--- config.mk ---
export PLATFORM = sky130hd
export DESIGN_NAME = nvl_register
export DESIGN_NICKNAME = d
export VERILOG_FILES = /design/src/rtl/nvl_pkg.sv /design/src/rtl/nvl_clk_classify.sv /design/src/rtl/nvl_rst_classify.sv /design/src/rtl/nvl_bit_cell.sv /design/src/rtl/nvl_register.sv
export SDC_FILE = /design/constraint.sdc
export NUM_CORES = 1
export LEC_CHECK = 0
export ABC_AREA = 0
export BUFFER_PORTS_ARGS = -buffer_cell sky130_fd_sc_hd__buf_2
export CAP_MARGIN = 0
export CORE_ASPECT_RATIO = 1.4
export CORE_MARGIN = 2
export CORE_UTILIZATION = 47
export CTS_CLUSTER_DIAMETER = 60
export DETAILED_ROUTE_END_ITERATION = 12
export HOLD_SLACK_MARGIN = 0.15
export PLACE_DENSITY = 0.74
export SYNTH_ARGS = -nofsm -noshare
export SYNTH_HDL_FRONTEND = slang
export SYNTH_HIERARCHICAL = 1
export SYNTH_SLANG_ARGS = --single-unit
--- constraint.sdc ---
create_clock -name clk -period 3.4 [get_ports clk]
set_input_delay 0 -clock clk [delete_from_list [all_inputs] [get_ports clk]]
set_output_delay 0 -clock clk [all_outputs]
set_load 0.03 [all_outputs]
--- src/rtl/nvl_pkg.sv ---
package nvl_pkg;

  typedef logic [3:0] nvl_t;

  localparam nvl_t NV_U  = 4'd0;
  localparam nvl_t NV_X  = 4'd1;
  localparam nvl_t NV_0  = 4'd2;
  localparam nvl_t NV_1  = 4'd3;
  localparam nvl_t NV_Z  = 4'd4;
  localparam nvl_t NV_W  = 4'd5;
  localparam nvl_t NV_L  = 4'd6;
  localparam nvl_t NV_H  = 4'd7;

  localparam int unsigned NUM_CODES     = 9;
  localparam int unsigned NUM_STRENGTHS = 10;

  typedef enum logic [1:0] {
    RC_UNDEF = 2'd0,
    RC_ZERO  = 2'd1,
    RC_IDLE  = 2'd2,
    RC_UNK   = 2'd3
  } rc_e;

  // Collapse a level onto the four-value set U/X/0/1.
  function automatic nvl_t nv_norm(nvl_t v);
    case (v)
      NV_U:       return NV_U;
      NV_0, NV_L: return NV_0;
      NV_1, NV_H: return NV_1;
      default:    return NV_X;
    endcase
  endfunction

  // Out-of-range codes read as X.
  function automatic nvl_t nv_legal(nvl_t v);
    return (v < NUM_CODES) ? v : NV_X;
  endfunction

  // {first, second, third} drive levels of a strength selection.
  function automatic logic [11:0] nv_triple(int unsigned sel);
    case (sel)
      1:       return {NV_X, NV_0, NV_H};
      2:       return {NV_X, NV_L, NV_1};
      3:       return {NV_X, NV_0, NV_Z};
      4:       return {NV_X, NV_Z, NV_1};
      5:       return {NV_W, NV_L, NV_H};
      6:       return {NV_W, NV_L, NV_Z};
      7:       return {NV_W, NV_Z, NV_H};
      8:       return {NV_W, NV_0, NV_H};
      9:       return {NV_W, NV_L, NV_1};
      default: return {NV_X, NV_0, NV_1};
    endcase
  endfunction

  function automatic nvl_t nv_drive(int unsigned sel, nvl_t v);
    logic [11:0] t;
    t = nv_triple(sel);
    case (v)
      NV_U:       return NV_U;
      NV_0, NV_L: return t[7:4];
      NV_1, NV_H: return t[3:0];
      default:    return t[11:8];
    endcase
  endfunction

  // Next stored level of one bit.
  function automatic nvl_t nv_next(nvl_t st, nvl_t d, logic rise, logic unk, rc_e rc);
    nvl_t dn;
    dn = nv_norm(d);
    case (rc)
      RC_UNDEF: return NV_U;
      RC_ZERO:  return NV_0;
      RC_UNK:   return (st == NV_0 || st == NV_U) ? st : NV_X;
      default: begin
        if (rise)     return dn;
        else if (unk) return (dn == st) ? st : NV_X;
        else          return st;
      end
    endcase
  endfunction

endpackage

--- src/rtl/nvl_clk_classify.sv ---
module nvl_clk_classify
  import nvl_pkg::*;
(
  input  logic clk,
  input  logic rst_n,
  input  nvl_t lclk,
  output logic is_rise,
  output logic is_unk
);

  nvl_t prev_q;
  nvl_t cur;

  assign cur = nv_norm(lclk);

  always_ff @(posedge clk or negedge rst_n) begin
    if (!rst_n) prev_q <= NV_U;
    else        prev_q <= cur;
  end

  always_comb begin
    is_rise = (prev_q == NV_0) && (cur == NV_1);
    is_unk  = ((prev_q == NV_0) && (cur == NV_X || cur == NV_U)) ||
              ((prev_q == NV_X || prev_q == NV_U) && (cur == NV_1));
  end

  assert_edge_exclusive_R4: assert property (@(posedge clk) disable iff (!rst_n)
    !(is_rise && is_unk));

  assert_no_rise_from_one_R5: assert property (@(posedge clk) disable iff (!rst_n)
    (cur == NV_1) |=> !is_rise && !is_unk);

endmodule

--- src/rtl/nvl_rst_classify.sv ---
module nvl_rst_classify
  import nvl_pkg::*;
#(
  parameter logic [8:0][2:0] RESET_MAP = {3'd4, 3'd2, 3'd3, 3'd4, 3'd4, 3'd2, 3'd3, 3'd4, 3'd1}
)(
  input  nvl_t lrst,
  output rc_e  rc
);

  nvl_t       idx;
  logic [2:0] cls;

  assign idx = nv_legal(lrst);
  assign cls = RESET_MAP[idx];

  always_comb begin
    case (cls)
      3'd1:    rc = RC_UNDEF;
      3'd2:    rc = RC_ZERO;
      3'd4:    rc = RC_UNK;
      default: rc = RC_IDLE;
    endcase
  end

endmodule

--- src/rtl/nvl_bit_cell.sv ---
module nvl_bit_cell
  import nvl_pkg::*;
#(
  parameter int unsigned STRENGTH = 0
)(
  input  logic clk,
  input  logic rst_n,
  input  rc_e  rc,
  input  logic is_rise,
  input  logic is_unk,
  input  nvl_t din,
  output nvl_t dout
);

  nvl_t st_q;
  nvl_t st_d;
  nvl_t dout_q;

  assign st_d = nv_next(st_q, din, is_rise, is_unk, rc);

  always_ff @(posedge clk or negedge rst_n) begin
    if (!rst_n) begin
      st_q   <= NV_U;
      dout_q <= NV_U;
    end else begin
      st_q   <= st_d;
      dout_q <= nv_drive(STRENGTH, st_q);
    end
  end

  assign dout = dout_q;

  assert_undef_reset_R6: assert property (@(posedge clk) disable iff (!rst_n)
    (rc == RC_UNDEF) |=> st_q == NV_U);

  assert_zero_reset_R7: assert property (@(posedge clk) disable iff (!rst_n)
    (rc == RC_ZERO) |=> st_q == NV_0);

  assert_unk_reset_keeps_zero_R8: assert property (@(posedge clk) disable iff (!rst_n)
    (rc == RC_UNK && st_q == NV_0) |=> st_q == NV_0);

  assert_unk_reset_no_one_R8: assert property (@(posedge clk) disable iff (!rst_n)
    (rc == RC_UNK) |=> st_q != NV_1);

  assert_hold_R5: assert property (@(posedge clk) disable iff (!rst_n)
    (rc == RC_IDLE && !is_rise && !is_unk) |=> $stable(st_q));

  assert_capture_one_R3: assert property (@(posedge clk) disable iff (!rst_n)
    (rc == RC_IDLE && is_rise && (din == NV_1 || din == NV_H)) |=> st_q == NV_1);

  assert_unknown_edge_R4: assert property (@(posedge clk) disable iff (!rst_n)
    (rc == RC_IDLE && is_unk) |=> (st_q == $past(st_q) || st_q == NV_X));

  assert_out_latency_R11: assert property (@(posedge clk) disable iff (!rst_n)
    1'b1 |=> dout_q == nv_drive(STRENGTH, $past(st_q)));

  assert_undef_passes_R10: assert property (@(posedge clk) disable iff (!rst_n)
    (st_q == NV_U) |=> dout_q == NV_U);

endmodule

--- src/rtl/nvl_register.sv ---
module nvl_register
  import nvl_pkg::*;
#(
  parameter int unsigned WIDTH = 8,
  parameter int unsigned STRENGTH = 0,
  parameter logic [8:0][2:0] RESET_MAP = {3'd4, 3'd2, 3'd3, 3'd4, 3'd4, 3'd2, 3'd3, 3'd4, 3'd1}
)(
  input  logic                 clk,
  input  logic                 rst_n,
  input  logic [3:0]           lclk,
  input  logic [3:0]           lrst,
  input  logic [4*WIDTH-1:0]   din,
  output logic [4*WIDTH-1:0]   dout
);

  localparam int unsigned CW = $bits(nvl_t);

  logic is_rise;
  logic is_unk;
  rc_e  rc;

  nvl_clk_classify u_clk (
    .clk     (clk),
    .rst_n   (rst_n),
    .lclk    (lclk),
    .is_rise (is_rise),
    .is_unk  (is_unk)
  );

  nvl_rst_classify #(.RESET_MAP(RESET_MAP)) u_rst (
    .lrst (lrst),
    .rc   (rc)
  );

  for (genvar b = 0; b < WIDTH; b++) begin : g_bit
    nvl_bit_cell #(.STRENGTH(STRENGTH)) u_cell (
      .clk     (clk),
      .rst_n   (rst_n),
      .rc      (rc),
      .is_rise (is_rise),
      .is_unk  (is_unk),
      .din     (din[b*CW +: CW]),
      .dout    (dout[b*CW +: CW])
    );
  end

  initial begin
    assert_strength_range_R10: assert (STRENGTH < NUM_STRENGTHS);
  end

endmodule

==> impl_metrics.yaml <==
timing:
  max_slew_margin: 0.356
  drv_slew: 0
  rsz0062_at_grt: "false"
  fmaxAchievable_mhz: 405
  clock-skew-final_ps: 7.80
  setup_tns_ps: 0
  setup_violations: 0
  period_share: 0.726
  tightest_slew_ps: 966
  hold_violations: 0
  period_minus_slack_ps: 2470
drt:
  post_drt_wl_per_cell_microns: 12.8
  wl_met3_microns: 281
  drc_errors: 0
  via_per_inst: 5.53
  wl_met1_microns: 2030
  wl_met2_microns: 2290
  highest-signal-layer: "met4"
  drtAntennaViolNets: 0
  first_pass_iters: 5
  dr_total_vias: 2036
  drt-initial-drc-count: 102
  routed_wl_microns: 4720
critical_path:
  r2r-end: "g_bit[5].u_cell/st_q[0]"
  r2r_slack_ps: 1010
  required_ps: 3580
  critPathMaxStageDelay_ps: 840
  crit_type: "in -> reg"
  cp-start-kind: "primary input"
  cp_max_fo: 32
  cp.arrival_ps: 2640
  reg2reg_depth: 5
  critPathCaptureType: "flip-flop"
  cpMaxStageDelayCell: "and4b_1"
  path_cells: "dlygate4sd3_1 -> buf_2 -> nor2b_4 -> and4b_1 -> or4b_2 -> o21ai_0 -> a21oi_1 -> o31a_1"
  worstReg2RegStart: "u_clk/prev_q[0]"
run:
  cap_violations: 0
power:
  netSwitchingPower_w: 0.000331
  vdd_drop_max_mv: 0.162
  pwr-share-clk: 0.296
  power_density_mw_per_mm2: 392
  internal_power_w: 0.000697
  p_seq_frac: 0.465
  p_leak_nw: 1.20
  p_comb_frac: 0.239
  power.share.switching: 0.322
global_routing:
  grt_pass1_vias: 1771
  grt.overflow.total: 0
  track_usage: 0.172
  grt_first_pass_wirelength_microns: 7690
  antenna_found_initial: 0
  grt_max_degree: 41
synthesis:
  ys.flop_type: "dfrtp_1"
  yosysTopAreaCell: "dfrtp_1"
  syn_inst: 264
  synth_enable_flop_cells: 0
  synth_seq_cells: 34
  synth.distinct_cells: 27
  synth_area_leaders: "dfrtp_1 36%, o21ai_0 6.9%, or4b_2 6.7%, buf_4 5.0%, and4b_1 3.8%"
  synth_top_area_frac: 0.358
  yosysSeqAreaShare: 0.358
  synth_warnings: 6
  synth-async-reset-ratio: 1.00
  syn_avg_cell_area_sq_um: 9.01
  netlist_area_sq_mm: 0.00238
cells_and_area:
  nets: 345
  fillers: 473
  fin_util: 0.537
  areaGrowthSynthToFinish_pct: 10.1
  drive_gt1_frac: 0.306
  n_antenna_cell: 0
floorplanning:
  row_count: 30
  dieArea_sq_mm: 0.00566
  die_x_microns: 64.1
  die_height_microns: 88.2
  initial_core_util: 0.488
  core_sq_mm: 0.00488
  num_io_pins: 74
placed_design:
  dpl.hpwl_microns: 3320
  port_buffers: 57
  gp_congestion: 0.806
clock_network:
  cts_sinks: 34
  cts-root-buf: "clkbuf_8"
  cts_inserted_buffers: 5
  htree_levels: 2
  cts_resized: 0
  clkLatencyLatePin_ps: 290
  cts_tree: "done"
  clockBufferDepth: 2
  post_cts_buffers: 0
  clkTransAtPathRegs_ps: 70
  hold_buffers: 5
hold_path:
  hold_path_class: "in -> reg"
  whs_path_depth: 4
  hold_end: "g_bit[3].u_cell/st_q[1]"
  hp-start: "din[13]"
outcome:
  status: "finished, final reports clean"
area by class of cell:
type                    count  area, sq um  share of cell area
clock buffers               7         86.3              0.0329
clock inverters             1         5.00             0.00191
inverters                  19         71.3              0.0272
multi-input cells         179         1180               0.449
flip-flops and latches     34          851               0.325
well taps                  64         80.1              0.0305
repair buffers             64          350               0.134
layer usage:
metal | track usage | vias up
li1 | - | 989
met2 | 0.292 | 71
met5 | 0 | -
met4 | 0.0967 | 0
met3 | 0.0347 | 8
met1 | 0.203 | 968
power groups by stage:
stage | logic [W] | registers [W] | clock network (W)
floorplan | 0.000151 | 0.000516 | 0
global placement | 0.000237 | 0.000484 | 0
detailed placement | 0.000242 | 0.000485 | 0
CTS | 0.000247 | 0.000478 | 0.000314
global route | 0.000272 | 0.000483 | 0.000334
finish | 0.000246 | 0.000478 | 0.000304
kinds of logic after synthesis:
family,count (synthesis),synth area share
DFF,34,0.358
buffers and inverters,59,0.165
xor gates and xnor gates,8,0.0294
other,8,0.0126
and+or+nand+nor,79,0.229
AOI/OAI and AO/OA,76,0.207
sequential cells by signal (all words and copies together) (netlist names):
signal / count
g_bit.u_cell/dout: 16
g_bit.u_cell/st_q: 16
u_clk/prev_q: 2
cells in the mapped netlist (9+ instances only):
cell type	number
dfrtp_1	34
or4b_2	16
nor2_1	10
buf_4	16
inv_1	19
nand2_1	16
o21ai_0	33
and4b_1	9
how the worst max path moves through the flow:
stage,start,end,cells past startpoint
after floorplan,lrst[2],g_bit[0].u_cell/st_q[0],6
after global placement,u_clk/prev_q[0],g_bit[5].u_cell/st_q[0],5
after detailed placement,u_clk/prev_q[0],g_bit[5].u_cell/st_q[0],5
after CTS,lclk[3],g_bit[5].u_cell/st_q[0],8
after global routing,lclk[1],g_bit[6].u_cell/st_q[0],8
final,lclk[3],g_bit[5].u_cell/st_q[0],8
layout by cell type (no fill, tap or decap), drive strengths merged:
cell,n
inv,19
a311oi,8
and4b,9
nor4,1
buf,59
o31a,8
or4,8
o21ai,35
dlygate4sd3,5
conb,16
nor2b,9
nor2,10
nand2b,1
o32ai,8
dfrtp,34
or4b,16
xor2,8
clkbuf,7
clkinv,1
o211ai,8
nand2,16
a21oi,8
or2,8
nand4bb,1
a31oi,1
per-stage QoR:
stage	hold slack [ps]	instances	area, sq um	setup slack (ps)	power (W)
floorplan	-296	272	2410	911	0.000667
global placement	115	355	2480	1090	0.000721
detailed placement	115	355	2480	1030	0.000727
CTS	177	368	2620	966	0.00104
global route	209	368	2620	788	0.00109
finish	182	368	2620	933	0.00103
worst max-delay path: cells and delay by family:
kind            cells  cell delay [ps]
simple gates        3             1590
buf+inv             2              680
compound gates      3              370
Note: power is estimated with default switching activity, not from simulation.
